[config.mk]
export PLATFORM = sky130hd
export DESIGN_NAME = modrm_addr_gen
export DESIGN_NICKNAME = d
export VERILOG_FILES = /design/src/rtl/modrm_addr_gen.sv
export SDC_FILE = /design/constraint.sdc
export NUM_CORES = 1
export LEC_CHECK = 0
export BUFFER_PORTS_ARGS = -buffer_cell sky130_fd_sc_hd__buf_2
export CORE_MARGIN = 3
export CORE_UTILIZATION = 45
export DETAILED_ROUTE_END_ITERATION = 6
export GPL_ROUTABILITY_DRIVEN = 0
export GPL_TIMING_DRIVEN = 0
export PLACE_DENSITY = 0.78
export SLEW_MARGIN = 20
export SYNTH_ARGS = -nofsm -noshare
export SYNTH_HDL_FRONTEND = slang
export SYNTH_SLANG_ARGS = --single-unit
[constraint.sdc]
create_clock -name clk -period 7.25 [get_ports clk]
set_input_delay 1.0875 -clock clk [delete_from_list [all_inputs] [get_ports clk]]
set_output_delay 1.0875 -clock clk [all_outputs]
set_load 0.01 [all_outputs]
[src/rtl/modrm_addr_gen.sv]
module modrm_addr_gen #(
  parameter int OFS_W = 16,
  parameter int SEG_SHIFT = 4
) (
  input  logic                       clk,
  input  logic                       rst_n,
  input  logic                       in_valid,
  input  logic [7:0]                 modrm,
  input  logic [7:0]                 disp_lo,
  input  logic [7:0]                 disp_hi,
  input  logic                       word_op,
  input  logic [OFS_W-1:0]           seg_data,
  input  logic [OFS_W-1:0]           seg_stack,
  input  logic [OFS_W-1:0]           reg_bx,
  input  logic [OFS_W-1:0]           reg_bp,
  input  logic [OFS_W-1:0]           reg_si,
  input  logic [OFS_W-1:0]           reg_di,
  output logic                       out_valid,
  output logic                       is_reg,
  output logic [2:0]                 reg_idx,
  output logic                       reg_hi,
  output logic [2:0]                 field_len,
  output logic                       use_ss,
  output logic [OFS_W-1:0]           offset,
  output logic [OFS_W+SEG_SHIFT-1:0] phys_addr
);
  localparam int PA_W = OFS_W + SEG_SHIFT;

  logic [1:0] mode;
  logic [2:0] rm;
  logic       direct, reg_op, bp_base;
  logic [OFS_W-1:0] disp_w, disp_b, disp_v, base_v, index_v, ofs_c;
  logic [PA_W-1:0]  seg_base, pa_c;
  logic [2:0] len_c, idx_c;
  logic       hi_c, ss_c;

  assign mode    = modrm[7:6];
  assign rm      = modrm[2:0];
  assign reg_op  = (mode == 2'b11);
  assign direct  = (mode == 2'b00) && (rm == 3'b110);
  assign disp_w  = OFS_W'({disp_hi, disp_lo});
  assign disp_b  = OFS_W'($signed(disp_lo));
  assign disp_v  = (direct || mode == 2'b10) ? disp_w :
                   (mode == 2'b01) ? disp_b : '0;
  assign bp_base = (rm == 3'b010) || (rm == 3'b011) || (rm == 3'b110 && !direct);

  always_comb begin
    case (rm)
      3'b000, 3'b001, 3'b111: base_v = reg_bx;
      3'b010, 3'b011:         base_v = reg_bp;
      3'b110:                 base_v = direct ? '0 : reg_bp;
      default:                base_v = '0;
    endcase
    case (rm)
      3'b000, 3'b010, 3'b100: index_v = reg_si;
      3'b001, 3'b011, 3'b101: index_v = reg_di;
      default:                index_v = '0;
    endcase
  end

  assign ofs_c    = base_v + index_v + disp_v;
  assign ss_c     = !reg_op && bp_base;
  assign seg_base = {(ss_c ? seg_stack : seg_data), {SEG_SHIFT{1'b0}}};
  assign pa_c     = seg_base + PA_W'(ofs_c);
  assign len_c    = reg_op ? 3'd2 : direct ? 3'd4 :
                    (mode == 2'b01) ? 3'd3 : (mode == 2'b10) ? 3'd4 : 3'd2;
  assign idx_c    = !reg_op ? 3'd0 : word_op ? rm : {1'b0, rm[1:0]};
  assign hi_c     = reg_op && !word_op && rm[2];

  always_ff @(posedge clk) begin
    if (!rst_n) begin
      out_valid <= 1'b0;
      is_reg    <= 1'b0;
      reg_idx   <= '0;
      reg_hi    <= 1'b0;
      field_len <= '0;
      use_ss    <= 1'b0;
      offset    <= '0;
      phys_addr <= '0;
    end else begin
      out_valid <= in_valid;
      if (in_valid) begin
        is_reg    <= reg_op;
        reg_idx   <= idx_c;
        reg_hi    <= hi_c;
        field_len <= len_c;
        use_ss    <= ss_c;
        offset    <= reg_op ? '0 : ofs_c;
        phys_addr <= reg_op ? '0 : pa_c;
      end
    end
  end

  AST_VALID_LATENCY: assert property (@(posedge clk) disable iff (!rst_n)
    in_valid |=> out_valid);
  AST_IDLE_HOLD: assert property (@(posedge clk) disable iff (!rst_n)
    !in_valid |=> !out_valid && $stable(phys_addr) && $stable(field_len));
  AST_LEN_LEGAL: assert property (@(posedge clk) disable iff (!rst_n)
    out_valid |-> field_len >= 3'd2 && field_len <= 3'd4);
  AST_REG_NO_ADDR: assert property (@(posedge clk) disable iff (!rst_n)
    out_valid && is_reg |-> phys_addr == '0 && offset == '0 && !use_ss && field_len == 3'd2);
  AST_HI_ONLY_REG: assert property (@(posedge clk) disable iff (!rst_n)
    out_valid && reg_hi |-> is_reg && !reg_idx[2]);
  AST_MEM_NO_SEL: assert property (@(posedge clk) disable iff (!rst_n)
    out_valid && !is_reg |-> reg_idx == 3'd0 && !reg_hi);
endmodule

; ---- Yosys cells after proc, flatten, opt, wreduce, memory -nomap -nowiden
; Cells that the tools add are included.
[classes]
addsub = 3
n_mux = 14
reduce_logical = 17
n_eq_ne = 10
[ops]
columns = cell, n
row1 = $mux 16, 5
row2 = $pmux 16 s3, 1
row3 = $add 16x16->16, 2
row4 = $pmux 16 s2, 1
row5 = $add 20x16->20, 1
row6 = $mux 20, 1
row7 = $mux 3, 6
row8 = $eq 3x3->1 const B, 4
row9 = $reduce_or 3->1, 3
row10 = $eq 3x2->1 const B, 2
row11 = $logic_and 1x1->1, 5
row12 = $eq 2x2->1 const B, 2
row13 = $eq 3x1->1 const B, 1
row14 = $logic_not 1->1, 3
row15 = $logic_not 3->1, 1
row16 = $logic_or 1x1->1, 3
row17 = $eq 2x1->1 const B, 1
row18 = $logic_not 2->1, 1
row19 = $reduce_or 2->1, 1
[word_totals]
reg_bits = 46
elab_cells = 52
in_bits = 124
output_inout_bits = 46

; ---- Logic depth before layout (Yosys ltp)
[depth]
word_depth = 9
mapped_depth = 24
ltp_nobuf = 22

; ---- Worst setup path before layout
; OpenSTA, ideal clock, no wires.
[synth_timing]
path_kind = input to register
start = in modrm[2]
end = reg phys_addr[18]
cell_stages = 21
setup_ps = 117
slack_ps = 1380
required_time_ps = 7133
arrival_ps = 5752
path_cell_list = buf_2 -> o21ai_1 -> clkbuf_1 -> a22oi_1 -> a21oi_1 -> fa_1 -> ha_1 -> fa_1 -> a21o_1 -> a221oi_2 -> and2b_2 -> o21ai_0 -> nand2_1 -> xnor2_1 -> ha_1 -> a21oi_1 -> a21oi_1 -> a211oi_1 -> o21ai_0 -> a21o_1 -> a32o_1
[synth_between]
elab_chain_cells = 9
[synth_lines]
columns = item, line
row1 = from (decl), 8  ; input logic [7:0] modrm,
row2 = branches (longest 7 deep; another with $add 16x16->16), n/a
row3 = $add 20x16->20 *, 64  ; assign pa_c = seg_base + PA_W'(ofs_c);
row4 = $mux 20 *, 89  ; phys_addr <= reg_op ? '0 : pa_c;
row5 = to (signal assigned), 89
row6 = to (decl), 25  ; output logic [OFS_W+SEG_SHIFT-1:0] phys_addr
; Mark *: on every way between the ends.
; A chain may end at the register's enable or synchronous reset.

; ---- Final worst setup path
; Ends and elaborated chain as after synthesis.

==> summary.txt <==
Timing
  – Final slew viol count: 0
  – Final worst-path cycle share: 89.5%
  – Fin Setup TNS: 0 ns
  – Final hold vios: 0
  – Final setup violating endpoints: 0
  – Post-route minimum period: 6.49 ns
  – Worst Skew: 0 ns
  – Relative max-transition margin: 58.1%
  – FMAX: 154 MHz
  – Slew @ Worst Pin: 0.628 ns
  – Unrepaired setup endpoints after global routing: no

Finish
  – Fillers: 791
  – Area growth, synth to finish: 27.6%
  – Most common cell after layout, fill and taps aside: buf_2
  – Fin nets: 794
  – Top Registers: offset (16), phys_addr (16)
  – Commonest non-fill, non-tap cells in the layout: buf_2, nand2_1, dfxtp_1, inv_1, a22o_1
  – Share of layout cells above drive strength 1: 35.4%
  – N_diodes: 0
  – Final core occ: 59.5%

Power
  – NetSw: 0.000519 W
  – P per Cell Area: 254 nW/µm²
  – Gate power share: 61.0%
  – Switch share: 41.4%
  – Pint: 0.000734 W
  – Clk network pwr share: 15.1%
  – P_leak: 2.58 nW
  – Sequential power share: 23.9%
  – Max VDD drop: 0.000102 V

Die
  – Die ar.: 9750 µm²
  – IO Count: 170
  – Initial Utilization: 46.6%
  – Row cnt: 33
  – Core Box Area: 8300 µm²
  – Chip width: 98.7 µm
  – Die height: 98.7 µm

Critical path
  – Critical path fanouts, max: 10
  – Element type at the critical path start: primary input
  – Element type at the critical path end: flop
  – Arrival @ worst endpoint: 6.67 ns
  – Crit path kind: in2reg
  – Required time of the critical path: 7.43 ns

Clock tree
  – TritonCTS Buffers: 5
  – Deepest clock path buffer count: 2
  – TritonCTS clock tree: built
  – Hold-fix buffers, CTS: 0
  – Post-CTS Resized: 0
  – Setup Buffers After CTS: 0
  – Clock-pin slew on the worst setup and hold paths: 0.07 ns
  – Clock Latency Late Sink: 0.29 ns
  – Root buf cell: clkbuf_8
  – Htree depth: 2
  – Sinks on Clock Net: 42

Detailed routing
  – Pre-antenna DRT Iters: 4
  – Drt initial violations: 98
  – DRC viols: 0
  – Post-Route WL: 10600 µm
  – Metal2 WL: 5350 µm
  – Vias per cell: 5.23
  – Met3 WL: 723 µm
  – Total number of vias: 3827
  – Metal-1 WL: 4400 µm
  – Max layer used: met4
  – WL per Instance: 14.5 µm
  – Remaining antenna violation count: 0

Global route
  – Grt total ovfl: 0
  – Vias in the first global route: 3871
  – Largest net degree at the start of global routing: 13
  – Initial antenna violation count: 0
  – Global-route wire length before repair: 17700 µm
  – All-Layer GR Usage: 21.8%

Synth
  – Distinct cells, synth: 50
  – Synthesized area: 3870 µm²
  – Syn Nets: 622
  – Synth top area cells: dfxtp_1, fa_1, ha_1, mux2_2, a22o_1
  – EDFF count, synth: 0
  – YS warnings: 0
  – Top_reg_cell synth: dfxtp_1
  – Register area share after synthesis: 21.7%
  – Post-synthesis instance total: 455
  – Area leader, netlist: dfxtp_1
  – Post-synth top area share: 21.7%
  – Post-synth ARST share: 0%
  – Avg Inst Size Synth: 8.51 µm²
  – Flops & latches, synth: 42

Placement
  – DP Wirelength: 9080 µm
  – Port buffer count: 165

Min path
  – Hold Crit Class: reg2reg

Job
  – Max-cap viol count: 0

Outcome
  – Status: finished clean
layout make-up:
type,instances,area (µm²),area share (%)
Buffer,23,130,2.63
Timing Repair Buffer,165,826,16.7
Inverter,35,131,2.66
Clock buffer,6,82.6,1.67
Tap cell,105,131,2.66
Clock inverter,1,30.0,0.608
Multi-Input combinational cell,355,2770,56.0
Sequential cell,42,841,17.0
power by group through the flow:
stage | registers (W) | logic (W) | clock network (W)
global route | 0.000304 | 0.000858 | 0.000200
finish | 0.000299 | 0.000764 | 0.000190
CTS | 0.000299 | 0.000767 | 0.000192
floorplan | 0.000323 | 0.000535 | 0
detailed placement | 0.000304 | 0.000763 | 0
global placement | 0.000303 | 0.000737 | 0
per-stage QoR:
step                hold WS, ns  worst slack (ns)  total power [W]  std cells  instance area [µm²]
floorplan                 0.483              1.38         0.000858        455                 3870
global placement          0.434             0.657          0.00104        725                 4830
detailed placement        0.442             0.470          0.00107        725                 4830
CTS                       0.459             0.766          0.00126        732                 4940
global route              0.487             0.400          0.00136        732                 4940
finish                    0.451             0.762          0.00125        732                 4940
logic make-up (layout without fill, tap and decap cells):
group	Yosys count	in the layout	synth area share, %
compound gates	129	129	23.3
simple gates	121	121	15.0
buf+inv	58	230	6.76
fa+ha+maj	43	43	17.2
flops	42	42	21.7
mux	34	34	9.67
xor+xnor	28	28	6.34
critical path, stage by stage:
cell and delay (ns):
buf_2 0.11, buf_2 0.18, o21ai_1 0.40, clkbuf_1 0.37, a22oi_1 0.18, a21oi_1 0.23, fa_1 0.46, ha_1 0.24
fa_1 0.41, a21o_1 0.20, a221oi_2 0.40, and2b_2 0.26, o21ai_0 0.18, nand2_1 0.10, xnor2_1 0.26, ha_1 0.33
a21oi_1 0.18, a21oi_1 0.09, a211oi_1 0.34, o21ai_0 0.23, a21o_1 0.20, a32o_1 0.24
synth_stat cells, types with 4 or more instances:
| cell type | instances |
|---|---|
| xor2_1 | 8 |
| a22oi_1 | 12 |
| inv_1 | 35 |
| mux2i_1 | 7 |
| o21ai_0 | 23 |
| fa_1 | 17 |
| and2_1 | 8 |
| nand2_1 | 57 |
| nor2b_1 | 20 |
| clkbuf_1 | 12 |
| a22o_1 | 28 |
| buf_4 | 6 |
| xnor2_1 | 20 |
| mux2_2 | 27 |
| nand4_1 | 4 |
| a21oi_1 | 25 |
| ha_1 | 26 |
| dfxtp_1 | 42 |
| a21o_1 | 15 |
| a31oi_1 | 4 |
| nor2_1 | 17 |
per-layer routing:
metal  vias to the layer above  track usage (%)
li1                       1939                -
met1                      1726             26.8
met2                       146             39.8
met3                        16             2.69
met4                         0             6.09
met5                         -                0
worst paths after layout:
| kind | from | endpoint | slack (ns) | cells past startpoint |
|---|---|---|---|---|
| min | phys_addr[19] | phys_addr[19] | 0.45 | 2 |
| max | modrm[2] | phys_addr[18] | 0.76 | 22 |
| max reg2reg | offset[3] | offset[3] | 6.43 | 2 |
| min reg2reg | phys_addr[19] | phys_addr[19] | 0.45 | 2 |
No activity file was read; power rests on OpenSTA's default activity.
